$ cat src/rtl/i2c_tgt_pkg.sv
// Shared constants and the engine state type for the I2C target front end.
package i2c_tgt_pkg;
    localparam int BYTE_BITS = 8;
    localparam int ADDR_BITS = 10;
    localparam int LINE_N    = 2;   // clock line and data line
    localparam logic [4:0] HDR10_PREFIX = 5'b11110;

    typedef enum logic [2:0] {
        ST_IDLE,
        ST_ADDR1,   // first address byte
        ST_ADDR2,   // low byte of a 10-bit address
        ST_ACK,     // target drives the acknowledge slot
        ST_WR,      // receiving data
        ST_RD,      // sending data
        ST_RDACK,   // controller acknowledge slot in a read
        ST_SKIP     // not addressed, wait for start or stop
    } tgt_state_e;
endpackage

$ cat src/rtl/i2c_line_filter.sv
// Synchronizes one bus line and passes a new level only after STAGES samples agree.
// Assumes the line idles high; the output resets high.
module i2c_line_filter #(
    parameter int STAGES = 3
) (
    input  logic clk,
    input  logic rst_n,
    input  logic line_in,
    output logic line_out
);
    logic [1:0]        sync_q;
    logic [STAGES-1:0] hist_q;

    // two-flop synchronizer followed by a sample history
    always_ff @(posedge clk) begin
        if (!rst_n) begin
            sync_q <= 2'b11;
            hist_q <= '1;
        end else begin
            sync_q <= {sync_q[0], line_in};
            hist_q <= {hist_q[STAGES-2:0], sync_q[1]};
        end
    end

    // output follows the history only when every sample agrees
    always_ff @(posedge clk) begin
        if (!rst_n)
            line_out <= 1'b1;
        else if (&hist_q)
            line_out <= 1'b1;
        else if (~|hist_q)
            line_out <= 1'b0;
    end

    // the output moves only after a full agreeing history
    a_r3_filtered_change: assert property (@(posedge clk) disable iff (!rst_n)
        (line_out != $past(line_out)) |-> ($past(hist_q) == {STAGES{line_out}}));
endmodule

$ cat src/rtl/i2c_bus_cond.sv
// Finds clock edges and start/stop conditions on the filtered lines and tracks bus busy.
// Assumes both inputs come from i2c_line_filter, so they are glitch free.
module i2c_bus_cond (
    input  logic clk,
    input  logic rst_n,
    input  logic scl_f,
    input  logic sda_f,
    output logic scl_rise,
    output logic scl_fall,
    output logic start_det,
    output logic stop_det,
    output logic bus_busy
);
    logic scl_q, sda_q;

    // previous filtered levels
    always_ff @(posedge clk) begin
        if (!rst_n) begin
            scl_q <= 1'b1;
            sda_q <= 1'b1;
        end else begin
            scl_q <= scl_f;
            sda_q <= sda_f;
        end
    end

    assign scl_rise  = scl_f & ~scl_q;
    assign scl_fall  = ~scl_f & scl_q;
    assign start_det = scl_f & scl_q & sda_q & ~sda_f;
    assign stop_det  = scl_f & scl_q & ~sda_q & sda_f;

    // busy flag from start to stop
    always_ff @(posedge clk) begin
        if (!rst_n)
            bus_busy <= 1'b0;
        else if (start_det)
            bus_busy <= 1'b1;
        else if (stop_det)
            bus_busy <= 1'b0;
    end

    // start marks the bus busy, stop frees it
    a_r2_busy_after_start: assert property (@(posedge clk) disable iff (!rst_n)
        start_det |=> bus_busy);
    a_r2_idle_after_stop: assert property (@(posedge clk) disable iff (!rst_n)
        stop_det |=> !bus_busy);
endmodule

$ cat src/rtl/i2c_tgt_fsm.sv
// Byte engine: shifts address and data bits, matches 7/10-bit addresses, drives ACK and read data.
// Assumes one-cycle edge and condition strobes from i2c_bus_cond; SDA is changed only on a clock fall.
module i2c_tgt_fsm
    import i2c_tgt_pkg::*;
(
    input  logic                 clk,
    input  logic                 rst_n,
    input  logic                 scl_f,
    input  logic                 sda_f,
    input  logic                 scl_rise,
    input  logic                 scl_fall,
    input  logic                 start_det,
    input  logic                 stop_det,
    input  logic [ADDR_BITS-1:0] own_addr,
    input  logic                 addr_10b,
    input  logic [BYTE_BITS-1:0] tx_byte,
    output logic                 sda_oe,
    output logic                 tx_load,
    output logic [BYTE_BITS-1:0] rx_byte,
    output logic                 rx_valid
);
    localparam int CNT_W = $clog2(BYTE_BITS + 1);
    localparam logic [CNT_W-1:0] LAST_BIT = CNT_W'(BYTE_BITS);

    tgt_state_e           state, nxt_q, after_ack;
    logic [CNT_W-1:0]     cnt;
    logic [BYTE_BITS-1:0] rx_sh, tx_sh;
    logic                 mem10, mack;
    logic                 take_ack, set_mem, clr_mem, hdr_ok, byte_end;

    assign hdr_ok   = (rx_sh[7:3] == HDR10_PREFIX) && (rx_sh[2:1] == own_addr[9:8]);
    assign byte_end = scl_fall && (cnt == LAST_BIT);

    // address decision for the byte that just completed
    always_comb begin
        take_ack  = 1'b0;
        after_ack = ST_SKIP;
        set_mem   = 1'b0;
        clr_mem   = 1'b0;
        case (state)
            ST_ADDR1: begin
                if (!addr_10b) begin
                    if (rx_sh[7:1] == own_addr[6:0]) begin
                        take_ack  = 1'b1;
                        after_ack = rx_sh[0] ? ST_RD : ST_WR;
                    end
                end else if (hdr_ok && !rx_sh[0]) begin
                    take_ack  = 1'b1;
                    after_ack = ST_ADDR2;
                    clr_mem   = 1'b1;
                end else if (hdr_ok && mem10) begin
                    take_ack  = 1'b1;
                    after_ack = ST_RD;
                end else if (!hdr_ok) begin
                    clr_mem   = 1'b1;
                end
            end
            ST_ADDR2: begin
                if (rx_sh == own_addr[7:0]) begin
                    take_ack  = 1'b1;
                    after_ack = ST_WR;
                    set_mem   = 1'b1;
                end
            end
            ST_WR: begin
                take_ack  = 1'b1;
                after_ack = ST_WR;
            end
            default: ;
        endcase
    end

    // engine state, shifters and line driver
    always_ff @(posedge clk) begin
        if (!rst_n) begin
            state    <= ST_IDLE;
            nxt_q    <= ST_IDLE;
            cnt      <= '0;
            rx_sh    <= '0;
            tx_sh    <= '0;
            sda_oe   <= 1'b0;
            tx_load  <= 1'b0;
            rx_byte  <= '0;
            rx_valid <= 1'b0;
            mem10    <= 1'b0;
            mack     <= 1'b0;
        end else begin
            rx_valid <= 1'b0;
            tx_load  <= 1'b0;
            if (stop_det) begin
                state  <= ST_IDLE;
                sda_oe <= 1'b0;
                mem10  <= 1'b0;
                cnt    <= '0;
            end else if (start_det) begin
                state  <= ST_ADDR1;
                sda_oe <= 1'b0;
                cnt    <= '0;
            end else begin
                case (state)
                    ST_ADDR1, ST_ADDR2, ST_WR: begin
                        if (scl_rise) begin
                            rx_sh <= {rx_sh[BYTE_BITS-2:0], sda_f};
                            cnt   <= cnt + CNT_W'(1);
                        end else if (byte_end) begin
                            cnt <= '0;
                            if (take_ack) begin
                                sda_oe <= 1'b1;
                                state  <= ST_ACK;
                                nxt_q  <= after_ack;
                            end else begin
                                state  <= ST_SKIP;
                            end
                            if (state == ST_WR) begin
                                rx_byte  <= rx_sh;
                                rx_valid <= 1'b1;
                            end
                            if (set_mem) mem10 <= 1'b1;
                            if (clr_mem) mem10 <= 1'b0;
                        end
                    end
                    ST_ACK: begin
                        if (scl_fall) begin
                            state <= nxt_q;
                            if (nxt_q == ST_RD) begin
                                tx_sh   <= tx_byte;
                                sda_oe  <= ~tx_byte[BYTE_BITS-1];
                                tx_load <= 1'b1;
                            end else begin
                                sda_oe  <= 1'b0;
                            end
                        end
                    end
                    ST_RD: begin
                        if (scl_rise) begin
                            cnt <= cnt + CNT_W'(1);
                        end else if (byte_end) begin
                            cnt    <= '0;
                            sda_oe <= 1'b0;
                            state  <= ST_RDACK;
                        end else if (scl_fall) begin
                            tx_sh  <= {tx_sh[BYTE_BITS-2:0], 1'b0};
                            sda_oe <= ~tx_sh[BYTE_BITS-2];
                        end
                    end
                    ST_RDACK: begin
                        if (scl_rise) begin
                            mack <= ~sda_f;
                        end else if (scl_fall) begin
                            if (mack) begin
                                tx_sh   <= tx_byte;
                                sda_oe  <= ~tx_byte[BYTE_BITS-1];
                                tx_load <= 1'b1;
                                state   <= ST_RD;
                            end else begin
                                state   <= ST_SKIP;
                            end
                        end
                    end
                    default: ;
                endcase
            end
        end
    end

    // the driver holds still through a clock-high phase
    a_r12_sda_hold_high: assert property (@(posedge clk) disable iff (!rst_n)
        (scl_f && $past(scl_f) && !$past(start_det) && !$past(stop_det)) |-> $stable(sda_oe));
    // R7: an ignored transfer never pulls the line
    a_r5_skip_released: assert property (@(posedge clk) disable iff (!rst_n)
        (state == ST_SKIP) |-> !sda_oe);
    // a data strobe comes only with the acknowledge of a write byte
    a_r4_strobe_with_ack: assert property (@(posedge clk) disable iff (!rst_n)
        rx_valid |-> (state == ST_ACK && sda_oe));
    // stop forgets the 10-bit match
    a_r11_stop_clears: assert property (@(posedge clk) disable iff (!rst_n)
        stop_det |=> !mem10);
endmodule

$ cat src/rtl/i2c_tgt_rx.sv
// Top of the I2C target front end: line filters, condition detector and byte engine.
// Assumes clk runs many times faster than the bus clock; sda_oe drives an open-drain pad.
module i2c_tgt_rx
    import i2c_tgt_pkg::*;
#(
    parameter int FILT_LEN = 3
) (
    input  logic                 clk,
    input  logic                 rst_n,
    input  logic                 scl_in,
    input  logic                 sda_in,
    output logic                 sda_oe,
    input  logic [ADDR_BITS-1:0] own_addr,
    input  logic                 addr_10b,
    input  logic [BYTE_BITS-1:0] tx_byte,
    output logic                 tx_load,
    output logic [BYTE_BITS-1:0] rx_byte,
    output logic                 rx_valid,
    output logic                 bus_busy
);
    logic [LINE_N-1:0] raw_lines, filt_lines;
    logic scl_rise, scl_fall, start_det, stop_det;

    assign raw_lines = {scl_in, sda_in};

    // one filter per bus line
    for (genvar gi = 0; gi < LINE_N; gi++) begin : g_line
        i2c_line_filter #(.STAGES(FILT_LEN)) u_filt (
            .clk      (clk),
            .rst_n    (rst_n),
            .line_in  (raw_lines[gi]),
            .line_out (filt_lines[gi])
        );
    end

    i2c_bus_cond u_cond (
        .clk       (clk),
        .rst_n     (rst_n),
        .scl_f     (filt_lines[1]),
        .sda_f     (filt_lines[0]),
        .scl_rise  (scl_rise),
        .scl_fall  (scl_fall),
        .start_det (start_det),
        .stop_det  (stop_det),
        .bus_busy  (bus_busy)
    );

    i2c_tgt_fsm u_fsm (
        .clk       (clk),
        .rst_n     (rst_n),
        .scl_f     (filt_lines[1]),
        .sda_f     (filt_lines[0]),
        .scl_rise  (scl_rise),
        .scl_fall  (scl_fall),
        .start_det (start_det),
        .stop_det  (stop_det),
        .own_addr  (own_addr),
        .addr_10b  (addr_10b),
        .tx_byte   (tx_byte),
        .sda_oe    (sda_oe),
        .tx_load   (tx_load),
        .rx_byte   (rx_byte),
        .rx_valid  (rx_valid)
    );
endmodule

$ cat config.mk
export PLATFORM = sky130hd
export DESIGN_NAME = i2c_tgt_rx
export DESIGN_NICKNAME = d
export VERILOG_FILES = /design/src/rtl/i2c_tgt_pkg.sv /design/src/rtl/i2c_line_filter.sv /design/src/rtl/i2c_bus_cond.sv /design/src/rtl/i2c_tgt_fsm.sv /design/src/rtl/i2c_tgt_rx.sv
export SDC_FILE = /design/constraint.sdc
export NUM_CORES = 1
export LEC_CHECK = 0
export BUFFER_PORTS_ARGS = -buffer_cell sky130_fd_sc_hd__buf_2
export CAP_MARGIN = 20
export CORE_ASPECT_RATIO = 1.2
export CORE_UTILIZATION = 25
export DETAILED_ROUTE_END_ITERATION = 8
export GPL_TIMING_DRIVEN = 0
export SYNTH_ARGS = -nofsm -noshare
export SYNTH_HDL_FRONTEND = slang
export SYNTH_HIERARCHICAL = 1
export SYNTH_SLANG_ARGS = --single-unit
$ cat constraint.sdc
create_clock -name clk -period 2.15 [get_ports clk]
set_clock_uncertainty 0.2 [all_clocks]
set_input_delay 0.43 -clock clk [delete_from_list [all_inputs] [get_ports clk]]
set_output_delay 0.43 -clock clk [all_outputs]
set_load 0.01 [all_outputs]
== After elaboration in Yosys (flattened, before gate mapping) ==
Cells that the tools add are included.
Word-level totals
  register bits after elaboration: 53
  input port bits: 23
Cells by class
  multiplexer cells: 64
  add/subtract/negate cells: 1
  bitwise logic cells: 19
  eq/ne operators: 32
  reductions and logical operators: 32
Operators by type and width (number)
  2-to-1 mux 7 bit: 8
  2-to-1 mux 1 bit: 34
  2-to-1 mux 3 bit: 11
  case mux 7 bit (3 select lines): 1
  != test 2 x 1 -> 1 bit, second input constant: 8
  AND reduction 8 bit: 2
  equality test 3 bit, second input constant: 4
  != test 3 x 2 -> 1 bit, second input constant: 4
  NOT 1 bit: 12
  case mux 3 bit (4 select lines): 1
  AND reduction 6 bit: 2
  OR reduction 3 bit: 4
  AND reduction 11 bit: 1
  AND reduction 10 bit: 1
  != test 3 bit, second input constant: 3
  case mux 3 bit (3 select lines): 1
  equality test 8 bit: 1
  2-to-1 mux 4 bit: 2
  != test 2 bit, second input constant: 4
  AND reduction 4 bit: 2
  AND 1 bit: 7
  equality test 7 bit: 1
  equality test 3 x 2 -> 1 bit, second input constant: 2
  2-to-1 mux 2 bit: 3
  other kinds (21): 29

== Longest topological paths before layout ==
  word-level depth: 12
  depth in mapped cells: 9
  gate-level depth less buffers: 8

== Cells and area by module ==
The synthesis kept the hierarchy.
By module, submodules not included
  i2c_tgt_fsm: cells each 279, area each 2388.5 um^2, times used 1
  i2c_line_filter: cells each 14, area each 175.2 um^2, times used 2
  i2c_bus_cond: cells each 14, area each 142.6 um^2, times used 1

== Least setup slack after synthesis ==
Ideal clock, no wire load.
  kind: register to register
  from: register u_fsm.cnt[0]
  to: register u_fsm.tx_sh[0]
  stages on the path, launching flop included: 10
  data arrival time: 1.760 ns
  data required time: 1.884 ns
  clock period less this slack: 2.026 ns
  setup time: 0.066 ns
  slack: 0.124 ns
  buffers on the path: 1
  cells stage by stage: dfxtp_1 > inv_1 > ha_1 > and3b_4 > a21oi_2 > o22ai_1 > a211o_1 > buf_6 > or2_1 > a21boi_2
Between the ends
  longest elaborated chain between the ends: 4
Ends and longest elaborated chain
  start: declaration: RTL line i2c_tgt_fsm.sv:26  | logic [CNT_W-1:0] cnt;
  start signal: assignment: RTL line i2c_tgt_fsm.sv:104  | cnt <= cnt + CNT_W'(1);
  start signal: assignment: RTL line i2c_tgt_fsm.sv:136  | cnt <= cnt + CNT_W'(1);
  equality test 4 bit: RTL line i2c_tgt_fsm.sv:32  | assign byte_end = scl_fall && (cnt == LAST_BIT);
  logical AND 1 bit: RTL line i2c_tgt_fsm.sv:32
  != test 2 bit (no source line)
  AND reduction 11 bit (no source line)
  end signal: assignment: RTL line i2c_tgt_fsm.sv:126  | tx_sh <= tx_byte;
  end signal: assignment: RTL line i2c_tgt_fsm.sv:142  | tx_sh <= {tx_sh[BYTE_BITS-2:0], 1'b0};
  end signal: assignment: RTL line i2c_tgt_fsm.sv:151  | tx_sh <= tx_byte;
  end: declaration: RTL line i2c_tgt_fsm.sv:27  | logic [BYTE_BITS-1:0] rx_sh, tx_sh;
No other way between the ends.
A chain may end at the register's enable or synchronous reset.

== Final worst setup path ==
  from: register u_fsm.cnt[0]
  to: register u_fsm.tx_sh[3]
The elaborated chain is that of the path after synthesis.

==> summary.md <==
| Metric | Value |
|---|---|
| Crit-path max cell delay | `0.35 ns` |
| Critical path class | `register to register` |
| Wire length per cell | `12.5 um` |
| Multi-input gate area | `0.00171 mm^2` |
| Fillers | `1,222` |
| Core Rows | `42` |
| Sequential cell area | `0.00107 mm^2` |
| Critical Path AT | `2.05 ns` |
| Clk root buf | `clkbuf_16` |
| Initial antenna violation count | `0` |
| Part of the cycle the worst path needs | `0.960` |
| Cells after DPL | `509` |
| Worst setup SP type | `register` |
| Worst Reg-to-Reg Cells | `10` |
| CTS H-tree depth | `2` |
| Finished layout cell area | `0.00350 mm^2` |
| Non-Filler Instances | `518` |
| Req. time, crit path | `2.14 ns` |
| Syn_area_per_cell | `8.98 um^2` |
| Max IR drop VDD | `0.000499 V` |
| CTS tree | `built` |
| Clock-pin slew on the worst setup and hold paths | `0.07 ns` |
| First-pass GRT wire length | `11,100 um` |
| Met2 WL | `3170 um` |
| Post-route ant nets | `0` |
| Lkg Pwr | `1.41 nW` |
| Ant diodes | `0` |
| Final WL | `6480 um` |
| Yosys reg bits | `53` |
| Die area | `0.0120 mm^2` |
| Count leader, synth | `dfxtp_1` |
| Drt pass-1 iters | `4` |
| Slew of the pin with the lowest slew margin | `0.502 ns` |
| Final setup fails | `0` |
| Die width | `100 um` |
| Critical hold path startpoint | `scl_in` |
| Largest net degree at the start of global routing | `19` |
| Post-synth ARST share | `0` |
| Detail Placement HPWL | `4790 um` |
| Area grow syn2layout | `21.4%` |
| Post-layout min period | `2.06 ns` |
| Worst-Skew Late Latency | `0.29 ns` |
| Final Hold Vio Count | `0` |
| Die Ht | `120 um` |
| CTS buffer count | `5` |
| GRT Overall Usage | `0.116` |
| Nature of the critical path endpoint | `register` |
| Layout Nets | `388` |
| Synth Instances | `321` |
| Synth top cells by count | `dfxtp_1 (53), nand2_1 (24), nor2b_1 (20), mux2i_1 (18), xor2_1 (18)` |
| Vias in the first global route | `2,287` |
| Synth top area cells | `dfxtp_1 (37%), mux2i_1 (6.3%), xor2_1 (5.5%)` |
| Vias/cell | `4.56` |
| CTS Buffer Depth | `2` |
| Worst hold path class | `input port to register` |
| Hold-fix buffers, CTS | `0` |
| Fmax | `484 MHz` |
| DRT iter0 DRCs | `162` |
| PnR Total Power | `2.00 mW` |
| Max cap viols | `0` |
| PortBufs | `34` |
| Post-synthesis cell area | `0.00288 mm^2` |
| R2r setup slk | `0.09 ns` |
| Top_reg_cell synth | `dfxtp_1` |
| Reg2reg start | `u_fsm/cnt[0]` |
| Initial Utilization | `0.259` |
| # IOs | `35` |
| Top cell type's share of synthesized area | `0.368` |
| Hold Crit Depth | `2` |
| Synth warn | `6` |
| Drt drc | `0` |
| Post-DP Area | `0.00324 mm^2` |
| Clock sink count | `53` |
| Status | `complete, no violations` |
| Sequential area share after synthesis | `0.368` |
| WL met3 | `274 um` |
| Area leader, netlist | `dfxtp_1` |
| Placer congestion estimate | `0.841` |
| Crit Reg-Reg Endpoint | `u_fsm/tx_sh[3]` |
| Post-synth EDFFs | `0` |
| DRT met1 WL | `2930 um` |
| Aggregate global routing overflow | `0` |
| Crit-path max FO | `8` |
| Layout cells sized above 1 | `0.261` |
| Syn nets | `346` |
| Core area | `0.0111 mm^2` |
| Slowest-stage cell, CP | `dfxtp_2` |
| Relative slew slack | `0.665` |
| Hold slack | `0.110 ns` |
| Worst Hold Path EP | `g_line[1].u_filt/sync_q[0]` |
| Post-route setup TNS | `0 ns` |
| Via count | `2,360` |
| Cell Chain, Critical Path | `inv_1 -> ha_2 -> and3b_4 -> a21oi_2 -> o22ai_1 -> a211o_1 -> buf_6 -> buf_4 -> mux2i_1 -> nor2b_1` |
| Final Max Tran Viols | `0` |
| Distinct cells, synth | `68` |
| PD cells | `572 mW/mm^2` |
| Max layer used | `met4` |
critical path: cells and delay by family, from the launching register on:
family	cells	cell delay, ns
simple gates	2	0.27
buf+inv	3	0.34
fa+ha+maj	1	0.18
flops	1	0.35
mux	1	0.13
compound gates	3	0.49
per-stage QoR:
step | util | setup slack, ns
3_3_place_gp | 0.291 | -0.148
5_1_grt | 0.314 | -0.00322
2_1_floorplan | - | 0.124
4_1_cts | 0.308 | -0.0444
3_5_place_dp | 0.291 | -0.185
6_report | 0.314 | 0.0860
registers in the layout, indices dropped and copies added, names as in the netlist, 2 cells and up:
name / cells
u_fsm/rx_byte: 8
g_line.u_filt/sync_q: 4
u_fsm/nxt_q: 3
u_fsm/cnt: 4
g_line.u_filt/line_out: 2
u_fsm/state: 3
u_fsm/tx_sh: 7
g_line.u_filt/hist_q: 6
u_fsm/rx_sh: 8
worst max path at each step:
stage                                         start        endpoint  cells after the start
after floorplan                        u_fsm/cnt[0]  u_fsm/tx_sh[0]                      9
after global routing                   u_cond/scl_q  u_fsm/nxt_q[2]                      9
after global placement                 u_cond/scl_q  u_fsm/nxt_q[2]                      9
after CTS                 g_line[1].u_filt/line_out  u_fsm/state[1]                      7
final                                  u_fsm/cnt[0]  u_fsm/tx_sh[3]                     10
after detailed placement               u_cond/scl_q  u_fsm/nxt_q[2]                      9
report_power, final:
group	total [mW]	switching [mW]	internal, mW	leakage, nW
clock	0.930	0.348	0.582	0.0841
combinational	0.0834	0.0440	0.0394	0.898
sequential	0.987	0.00140	0.985	0.428
layer usage:
| layer | up-vias | global-route usage |
|---|---|---|
| met1 | 1094 | 0.142 |
| li1 | 1201 | - |
| met2 | 57 | 0.200 |
| met4 | 0 | 0.0417 |
| met5 | - | 0 |
| met3 | 8 | 0.0233 |
cell type report:
cell class	instances	share of cell area
multi-input combinational	236	0.489
sequential	53	0.306
tap	154	0.0551
timing repair buffer	35	0.0508
clock buffer	7	0.0408
buffer	21	0.0383
inverter	11	0.0118
clock inverter	1	0.00859
cell families (layout without fill, tap and decap cells):
logic type,Yosys count,after routing,share of synthesized area
simple gates,126,126,0.254
flops,53,53,0.368
xor+xnor,19,19,0.0578
mux,24,24,0.0860
compound gates,64,64,0.164
buf+inv,32,75,0.0578
fa+ha+maj,3,3,0.0122
cells in the final DEF, fill, tap and decap left out, types with 2 or more instances in the layout:
cell | synthesis | final
a211o_1 | 2 | 2
a21boi_0 | 9 | 9
a21oi_1 | 16 | 16
a2bb2oi_1 | 3 | 3
and2_1 | 4 | 4
buf_2 | 10 | 42
buf_4 | 3 | 5
buf_6 | 3 | 4
clkbuf_1 | 5 | 6
clkbuf_16 | 0 | 5
dfxtp_1 | 53 | 48
dfxtp_2 | 0 | 4
inv_1 | 10 | 10
mux2_2 | 6 | 6
mux2i_1 | 18 | 18
nand2_1 | 24 | 23
nand2_2 | 1 | 2
nand2b_1 | 14 | 14
nand2b_2 | 2 | 2
nand3_1 | 14 | 13
nand4_1 | 4 | 4
nor2_1 | 17 | 16
nor2_2 | 1 | 2
nor2b_1 | 20 | 18
nor2b_4 | 0 | 2
nor3_1 | 8 | 7
nor4_1 | 2 | 2
nor4_4 | 2 | 3
o21a_1 | 2 | 2
o21ai_0 | 8 | 8
o21ai_1 | 2 | 2
xor2_1 | 18 | 18
what timing repair did:
action,4_1_cts,5_1_grt
gates resized for setup,6,15
cloned,0,0
buffers inserted,0,1
pin swaps,0,3
endpoints found under the setup margin,13,21
Note: power is estimated with default switching activity, not from simulation.
